===== config.mk =====
export PLATFORM = sky130hd
export DESIGN_NAME = parity_rmw_top
export DESIGN_NICKNAME = d
export VERILOG_FILES = /design/src/rtl/rmw_pkg.sv /design/src/rtl/stripe_map.sv /design/src/rtl/parity_fold.sv /design/src/rtl/rmw_seq.sv /design/src/rtl/parity_rmw_top.sv
export SDC_FILE = /design/constraint.sdc
export NUM_CORES = 1
export LEC_CHECK = 0
export BUFFER_PORTS_ARGS = -buffer_cell sky130_fd_sc_hd__buf_2
export CAP_MARGIN = 20
export CORE_MARGIN = 2
export CORE_UTILIZATION = 56
export CTS_CLUSTER_DIAMETER = 80
export CTS_CLUSTER_SIZE = 16
export DETAILED_ROUTE_END_ITERATION = 8
export PLACE_DENSITY = 0.81
export RECOVER_POWER = 50
export SETUP_SLACK_MARGIN = 0.3
export SYNTH_ARGS = -nofsm -noshare
export SYNTH_HDL_FRONTEND = slang
export SYNTH_SLANG_ARGS = --single-unit

===== constraint.sdc =====
create_clock -name clk -period 7.9 [get_ports clk]
set_clock_uncertainty 0.15 [all_clocks]
set_input_delay 0.395 -clock clk [delete_from_list [all_inputs] [get_ports clk]]
set_output_delay 0.395 -clock clk [all_outputs]
set_load 0.005 [all_outputs]

===== src/rtl/rmw_pkg.sv =====
package rmw_pkg;
    localparam int NUM_COLS = 5;
    localparam int COL_W    = 3;

    typedef enum logic [2:0] {
        PH_IDLE,
        PH_RD_DATA,
        PH_RD_PAR,
        PH_WR_DATA,
        PH_WR_PAR
    } phase_e;
endpackage


===== src/rtl/stripe_map.sv =====
module stripe_map
    import rmw_pkg::*;
#(
    parameter int LBN_W = 16,
    localparam int ROW_W = LBN_W - 2
) (
    input  logic [LBN_W-1:0] lbn,
    output logic [ROW_W-1:0] row,
    output logic [COL_W-1:0] data_col,
    output logic [COL_W-1:0] par_col
);
    logic [ROW_W-1:0] rot_full;
    logic [COL_W-1:0] pos;

    always_comb begin
        row      = lbn[LBN_W-1:2];
        rot_full = row % ROW_W'(NUM_COLS);
        par_col  = COL_W'(NUM_COLS - 1) - rot_full[COL_W-1:0];
        pos      = {1'b0, lbn[1:0]};
        if (pos < par_col) data_col = pos;
        else               data_col = pos + COL_W'(1);
    end
endmodule


===== src/rtl/parity_fold.sv =====
module parity_fold #(
    parameter int DATA_W = 32,
    parameter int LANE_W = 8,
    localparam int LANES = (DATA_W + LANE_W - 1) / LANE_W
) (
    input  logic [DATA_W-1:0] old_par,
    input  logic [DATA_W-1:0] old_data,
    input  logic [DATA_W-1:0] new_data,
    output logic [DATA_W-1:0] new_par
);
    for (genvar g = 0; g < LANES; g++) begin : g_lane
        localparam int LO = g * LANE_W;
        localparam int HI = ((g + 1) * LANE_W > DATA_W) ? DATA_W - 1 : (g + 1) * LANE_W - 1;
        assign new_par[HI:LO] = old_par[HI:LO] ^ old_data[HI:LO] ^ new_data[HI:LO];
    end
endmodule


===== src/rtl/rmw_seq.sv =====
module rmw_seq
    import rmw_pkg::*;
#(
    parameter int DATA_W = 32,
    parameter int ROW_W  = 14
) (
    input  logic              clk,
    input  logic              rst_n,
    input  logic              start,
    input  logic [ROW_W-1:0]  map_row,
    input  logic [COL_W-1:0]  map_dcol,
    input  logic [COL_W-1:0]  map_pcol,
    input  logic [DATA_W-1:0] start_data,
    input  logic [DATA_W-1:0] folded_par,
    input  logic [DATA_W-1:0] rd_word,
    input  logic              ack,
    output logic              idle,
    output logic              done,
    output logic              op_req,
    output logic              op_we,
    output logic [COL_W-1:0]  op_col,
    output logic [ROW_W-1:0]  op_row,
    output logic [DATA_W-1:0] op_wdata,
    output logic [DATA_W-1:0] held_old,
    output logic [DATA_W-1:0] held_new
);
    typedef struct packed {
        phase_e            ph;
        logic [ROW_W-1:0]  row;
        logic [COL_W-1:0]  dcol;
        logic [COL_W-1:0]  pcol;
        logic [DATA_W-1:0] new_w;
        logic [DATA_W-1:0] old_w;
        logic [DATA_W-1:0] par_w;
        logic              fin;
    } seq_t;

    seq_t s_d, s_q;

    always_comb begin
        s_d     = s_q;
        s_d.fin = 1'b0;
        unique case (s_q.ph)
            PH_IDLE: begin
                if (start) begin
                    s_d.ph    = PH_RD_DATA;
                    s_d.row   = map_row;
                    s_d.dcol  = map_dcol;
                    s_d.pcol  = map_pcol;
                    s_d.new_w = start_data;
                end
            end
            PH_RD_DATA: begin
                if (ack) begin
                    s_d.old_w = rd_word;
                    s_d.ph    = PH_RD_PAR;
                end
            end
            PH_RD_PAR: begin
                if (ack) begin
                    s_d.par_w = folded_par;
                    s_d.ph    = PH_WR_DATA;
                end
            end
            PH_WR_DATA: begin
                if (ack) s_d.ph = PH_WR_PAR;
            end
            PH_WR_PAR: begin
                if (ack) begin
                    s_d.ph  = PH_IDLE;
                    s_d.fin = 1'b1;
                end
            end
            default: s_d.ph = PH_IDLE;
        endcase
    end

    always_ff @(posedge clk) begin
        if (!rst_n) begin
            s_q <= '0;
        end else begin
            s_q <= s_d;
        end
    end

    always_comb begin
        idle     = (s_q.ph == PH_IDLE);
        done     = s_q.fin;
        op_req   = !idle;
        op_we    = (s_q.ph == PH_WR_DATA) || (s_q.ph == PH_WR_PAR);
        op_col   = ((s_q.ph == PH_RD_PAR) || (s_q.ph == PH_WR_PAR)) ? s_q.pcol : s_q.dcol;
        op_row   = s_q.row;
        op_wdata = (s_q.ph == PH_WR_PAR) ? s_q.par_w : s_q.new_w;
        held_old = s_q.old_w;
        held_new = s_q.new_w;
    end
endmodule


===== src/rtl/parity_rmw_top.sv =====
module parity_rmw_top
    import rmw_pkg::*;
#(
    parameter int DATA_W = 32,
    parameter int LBN_W  = 16,
    localparam int ROW_W = LBN_W - 2
) (
    input  logic              clk,
    input  logic              rst_n,
    input  logic              req_valid,
    output logic              req_ready,
    input  logic [LBN_W-1:0]  req_lbn,
    input  logic [DATA_W-1:0] req_data,
    output logic              done,
    output logic              dsk_req,
    output logic              dsk_we,
    output logic [COL_W-1:0]  dsk_col,
    output logic [ROW_W-1:0]  dsk_row,
    output logic [DATA_W-1:0] dsk_wdata,
    input  logic [DATA_W-1:0] dsk_rdata,
    input  logic              dsk_ack
);
    logic [ROW_W-1:0]  m_row;
    logic [COL_W-1:0]  m_dcol;
    logic [COL_W-1:0]  m_pcol;
    logic [DATA_W-1:0] f_par;
    logic [DATA_W-1:0] h_old;
    logic [DATA_W-1:0] h_new;
    logic              is_idle;

    stripe_map #(.LBN_W(LBN_W)) u_map (
        .lbn      (req_lbn),
        .row      (m_row),
        .data_col (m_dcol),
        .par_col  (m_pcol)
    );

    parity_fold #(.DATA_W(DATA_W)) u_fold (
        .old_par  (dsk_rdata),
        .old_data (h_old),
        .new_data (h_new),
        .new_par  (f_par)
    );

    rmw_seq #(.DATA_W(DATA_W), .ROW_W(ROW_W)) u_seq (
        .clk        (clk),
        .rst_n      (rst_n),
        .start      (req_valid && is_idle),
        .map_row    (m_row),
        .map_dcol   (m_dcol),
        .map_pcol   (m_pcol),
        .start_data (req_data),
        .folded_par (f_par),
        .rd_word    (dsk_rdata),
        .ack        (dsk_ack),
        .idle       (is_idle),
        .done       (done),
        .op_req     (dsk_req),
        .op_we      (dsk_we),
        .op_col     (dsk_col),
        .op_row     (dsk_row),
        .op_wdata   (dsk_wdata),
        .held_old   (h_old),
        .held_new   (h_new)
    );

    assign req_ready = is_idle;
endmodule


==> flow_summary.toml, run 1 <==
[power]
total_power_uw = 1810
intPower_uw = 1270
p_per_area_nw_per_um2 = 224
p_switching_uw = 537
p_sw_frac = 0.297
clockPowerShare = 0.403
pwr-share-seq = 0.369
combPwrFrac = 0.229
ir_worst_vdd_v = 0.000151
leakage_uw = 0.00341

[sta]
finalHoldViolCount = 0
period_share = 0.831
finalCriticalPeriod_ns = 6.57
worst_slew_pin_slew_ns = 2.77
max-slew-margin-rel = -0.848
fin_ws_ns = 1.33
slew_violations = 123
finalSetupViolCount = 0
grt_setup_unrepaired = "no"
fin_tns_setup_ns = 0
max_freq_mhz = 152

[die]
num_rows = 40
start_util = 0.578
die-height_um = 116
ios = 137
dieWidth_um = 116
core_region_area_um2 = 12100
dieArea_um2 = 13400

[clock_tree]
post_cts_buffers = 0
clk_latency_ns = 0.41
ctsLongestPathBuffers = 2
cts_sinks = 120
htree_levels = 4
cts_tree = "yes"
cts_root_buffer = "clkbuf_16"
path_clk_slew_ns = 0.05
cts_made_buffers = 17
holdBufCountCts = 0
cts.repair.resized = 0

[synth]
synth_edf_count = 0
synthArstFlopShare = 0
synth-main-ff-cell = "dfxtp_1"
ys_seq_area_frac = 0.344
synth_cell_types = 83
synth.avg_cell_area_um2 = 7.30
yosys_warnings = 0
synth_fp_nets = 1044
syn-instance-count = 956
syn_area_um2 = 6980
ys_ff_latch = 120

[layout]
drive_gt1_frac = 0.183
final_common_cell = "nand2_1"
area_growth_pct = 15.9
final_cell_mix = "nand2_1, buf_2, a21oi_1, dfxtp_1, nor2_1"
antenna_cells = 0
nNetsFinal = 1127

[place]
gp_congestion = 0.917
portBuffers = 136
dp_slack_ns = 1.12
place_hpwl_um = 11300

[drt]
wl_per_cell_um = 14.3
drtAntennaViolNets = 0
drc = 0
vias = 6637
dr.pass1.iters = 5
drt_iter0_markers = 597
viasPerCell = 5.44
drt-total-wl_um = 17500

[setup_path]
critPathRequiredTime_ns = 8.09
regToRegStartpoint = "u_seq.s_q[119]$_SDFFE_PN0P_"
cp-start-kind = "input port"
path_class = "input port to flip-flop"
endpoint_kind = "flip-flop"
cp_data_arrival_time_ns = 6.75
cp_max_fo = 19
cp-startpoint = "req_lbn[13]"

[status]
violations = "capacitance limit, slew limit"
status = "finished with violations"

[global_routing]
grt_max_degree = 65
grt_pass1_vias = 6077
grt_antenna_before_repair = 0
grt_pass1_wl_um = 28300
overflow = 0
track_usage = 0.264

[job]
maxCapViolations = 3

[min_path]
hold_class = "input port to flip-flop"
min_from = "req_data[30]"
## critical path, stage by stage
cell and delay [ns]:
buf_2 0.29, and4bb_1 0.26, o21ai_0 0.17, o211ai_1 0.18
a211oi_2 0.76, o32a_1 0.29, o211ai_1 0.14, or2_1 0.37
o311ai_1 0.41, a21oi_2 0.16, and2_1 0.20, nor3b_2 0.16
nor4_4 0.36, ha_1 0.33, nand2b_1 0.12, a2111oi_0 0.41
o21ai_0 0.12, and3_1 0.26, nand2_1 0.09, o21ai_0 0.09
xnor2_1 0.16, ha_1 0.28, nor2_1 0.05, a21o_1 0.17
or3_1 0.32, a31oi_1 0.18
## cell families (layout without fill, tap and decap cells)
logic type	after synthesis	count (layout)	share of synthesized area
and+or+nand+nor	442	442	0.277
AOI/OAI and AO/OA	213	213	0.195
DFF	120	120	0.344
buffers and inverters	92	188	0.0648
xor gates and xnor gates	77	77	0.0988
muxes	8	8	0.0124
adders and majority gates	4	4	0.00718
## flip-flops by register name (all words and copies together) (netlist names)
name	cells
u_seq.s_q	41
u_seq.held_old	32
u_seq.done	1
u_seq.op_row	14
u_seq.held_new	32
## synth_stat cells, types with 5 or more instances
cell	number	area, um^2
nand2_1	280	1050
a21oi_1	124	621
dfxtp_1	120	2400
nor2_1	84	315
clkbuf_1	48	180
xnor2_1	41	359
xor2_1	34	298
buf_4	18	135
o21ai_0	14	70.1
nand3_1	12	60.1
inv_1	10	37.5
and2_1	9	56.3
a31oi_1	8	50.1
nand2b_1	8	50.1
a2111oi_0	7	61.3
a211oi_1	7	52.6
buf_2	7	35.0
and3_1	6	37.5
nor3_1	6	30.0
o211ai_1	6	45.0
mux2_2	5	56.3
nor2b_1	5	31.3
o22ai_1	5	31.3
## power groups by stage
stage               Sequential, uW  Clock (uW)  Combinational (uW)
finish                         667         728                 413
global route                   671         763                 461
CTS                            666         735                 408
detailed placement             679           0                 403
global placement               678           0                 395
floorplan                      672           0                 316
## final cells by class
type	count	area [um^2]
Clock buffer	26	489
Clock inverter	6	66.3
Fill cell	1041	3970
Inverter	12	46.3
Multi-Input combinational cell	744	4120
Sequential cell	120	2400
Tap cell	168	210
Timing Repair Buffer	144	749
## routing by layer
| layer | track usage | vias up | wire [um] |
|---|---|---|---|
| met5 | 0 | - | 0 |
| met4 | 0.0867 | 0 | 362 |
| met3 | 0.0622 | 32 | 1020 |
| met2 | 0.439 | 199 | 8120 |
| met1 | 0.338 | 3051 | 7960 |
| li1 | - | 3355 | - |
## worst paths after layout
path,cells after the start,slack [ns],to
worst max-delay path,26,1.33,u_seq.s_q[100]$_SDFFE_PN0P_
worst min register to register,2,0.30,u_seq.op_row[9]$_SDFFE_PN0P_
worst min-delay path,3,0.06,u_seq.held_new[30]$_SDFFE_PN0P_
worst max register to register,6,4.48,u_seq.s_q[9]$_SDFFE_PN0P_
## stage by stage
stage                util  hold WS, ns  instances  instance area, um^2
CTS                 0.670       0.0534       1219                 8090
detailed placement  0.624        0.294       1187                 7530
finish              0.671       0.0622       1220                 8090
floorplan               -        0.283        956                 6980
global placement    0.623        0.289       1186                 7510
global route        0.671       0.0628       1220                 8090
Power figures use the tool's default switching activity.
==> run 2: changes to the inputs <==
- clock period: 7.9 -> 6.7 ns (I/O delays scaled with it)
==> run 2 against run 1 <==
The run still ends with capacitance limit, slew limit left. Sequential cell count stayed put. First-iteration DRC count rose by 8.2%. Die area stayed put. Sequential share of layout area decreased by 0.99 points. Critical endpoint unchanged. Final area rose by 3.4%. Global-route usage grew 0.81 points. Combinational power increased by 22%. Worst hold slack got worse by 0.051 ns. Core utilization rose by 2.3 points. Clock-buffer cell count fell by 4. Worst setup slack worse by 0.55 ns. Critical path depth is the same. Critical path type unchanged.
==> flow_summary.toml, run 2 (synthesis results as in run 1) <==
[clock_tree]
cts_sinks = 120
ctsLongestPathBuffers = 2
htree_levels = 4
path_clk_slew_ns = 0.06
cts_tree = "yes"
cts_made_buffers = 17
cts_root_buffer = "clkbuf_16"
clk_latency_ns = 0.42

[status]
status = "finished with violations"
violations = "capacitance limit, slew limit"

[drt]
drt-total-wl_um = 17900
viasPerCell = 5.45
drt_iter0_markers = 646
vias = 6771
dr.pass1.iters = 5
drtAntennaViolNets = 0
wl_per_cell_um = 14.4
drc = 0

[setup_path]
cp-start-kind = "input port"
critPathRequiredTime_ns = 6.89
cp_max_fo = 19
r2r-end = "u_seq.done$_SDFF_PN0_"
regToRegStartpoint = "u_seq.s_q[117]$_SDFFE_PN0P_"
path_class = "input port to flip-flop"
reg2reg_depth = 4
r2r_slack_ns = 4.17
cp_data_arrival_time_ns = 6.11
endpoint_kind = "flip-flop"

[global_routing]
met1_usage = 0.350
track_usage = 0.272
grtUsageMet3 = 0.0586
grt_pass1_wl_um = 29000
met2_usage = 0.454
grt_max_degree = 72
grt_busiest_layer = "met2"
grt_pass1_vias = 6058
grt_antenna_before_repair = 0
overflow = 0

[layout]
nNetsFinal = 1149
area_growth_pct = 19.9
final_common_cell = "nand2_1"
antenna_cells = 0
largest-register = "u_seq.s_q"
largest_reg_flops = 41
final_cell_mix = "nand2_1, buf_2, a21oi_1, dfxtp_1, nor2_1"
drive_gt1_frac = 0.194

[power]
ir_worst_vdd_v = 0.000194
intPower_uw = 1530
clockPowerShare = 0.409
total_power_uw = 2180
leakage_uw = 0.00354
p_per_area_nw_per_um2 = 261
p_sw_frac = 0.299
combPwrFrac = 0.230
pwr-share-seq = 0.361
p_switching_uw = 653

[min_path]
whs_endpoint = "u_seq.held_new[17]$_SDFFE_PN0P_"
worstHoldPathCells = 3
hold_class = "input port to flip-flop"
min_from = "req_data[17]"

[sta]
finalCriticalPeriod_ns = 5.92
finalSetupViolCount = 0
period_share = 0.883
max-slew-margin-rel = -1.08
grt_setup_unrepaired = "no"
max_freq_mhz = 169
whs_ns = 0.0113
slew_violations = 152
finalHoldViolCount = 0
worst_slew_pin_slew_ns = 3.12
fin_tns_setup_ns = 0

[die]
core_region_area_um2 = 12100
dieArea_um2 = 13400
ios = 137
num_rows = 40
die-height_um = 116
start_util = 0.578
dieWidth_um = 116

[job]
maxCapViolations = 3

[place]
gp_congestion = 0.886
place_hpwl_um = 11400
portBuffers = 136
## run 2: final cells by class
cell class                 instances  area [um^2]
clock inverter                    10         91.3
multi-input combinational        744         4150
tap                              168          210
fill                            1022         3700
sequential                       120         2400
timing repair buffer             166          968
clock buffer                      22          494
inverter                          12         46.3
## run 2: what timing repair did
item / CTS / global route
setup buffers: 0 / 2
hold endpoints to repair: 18 / 0
hold buffers: 18 / 0
gates resized for setup: 0 / 8
setup endpoints to repair: 0 / 3
## run 2: per-layer routing
layer,up-vias,share of wire
met3,27,0.063
met5,-,0
met4,0,0.014
li1,3412,-
met2,235,0.48
met1,3097,0.44
## run 2: worst max-delay path by stage
stage                start                     endpoint  slack, ns  cells past startpoint
2_1_floorplan  req_lbn[13]  u_seq.s_q[100]$_SDFFE_PN0P_       0.92                     29
3_3_place_gp   req_lbn[15]  u_seq.s_q[100]$_SDFFE_PN0P_       0.38                     26
3_5_place_dp   req_lbn[15]  u_seq.s_q[100]$_SDFFE_PN0P_       0.24                     26
4_1_cts        req_lbn[15]  u_seq.s_q[100]$_SDFFE_PN0P_       0.61                     26
5_1_grt        req_lbn[15]  u_seq.s_q[100]$_SDFFE_PN0P_       0.28                     25
6_report       req_lbn[10]  u_seq.s_q[100]$_SDFFE_PN0P_       0.78                     26
## run 2: critical path: stages
cell and delay [ns]:
buf_2 0.31, and4bb_2 0.27, o21ai_0 0.38, and3_1 0.34, nor3_1 0.07, a311oi_1 0.33
and2_1 0.24, nand2_1 0.11, mux2_2 0.28, o221ai_2 0.17, nand2_1 0.19, mux2i_1 0.20
nor4_4 0.39, ha_2 0.31, nand2b_1 0.11, a2111oi_0 0.39, o21ai_0 0.12, and3_1 0.26
nand2_1 0.08, o21ai_0 0.09, xnor2_1 0.16, ha_1 0.28, nor2_1 0.05, a21o_1 0.17
or3_1 0.31, a31oi_1 0.16
## run 2: power groups by stage
stage	logic [uW]	clock network [uW]	registers (uW)
floorplan	372	0	792
global placement	468	0	799
detailed placement	474	0	801
CTS	487	906	786
global route	560	933	792
finish	503	893	787
## run 2: stage by stage
stage               std cells  cell area [um^2]  worst slack [ns]   util
floorplan                 956              6980             0.921      -
global placement         1187              7520             0.376  0.623
detailed placement       1187              7520             0.236  0.623
CTS                      1237              8280             0.606  0.687
global route             1242              8370             0.284  0.694
finish                   1242              8370             0.781  0.694
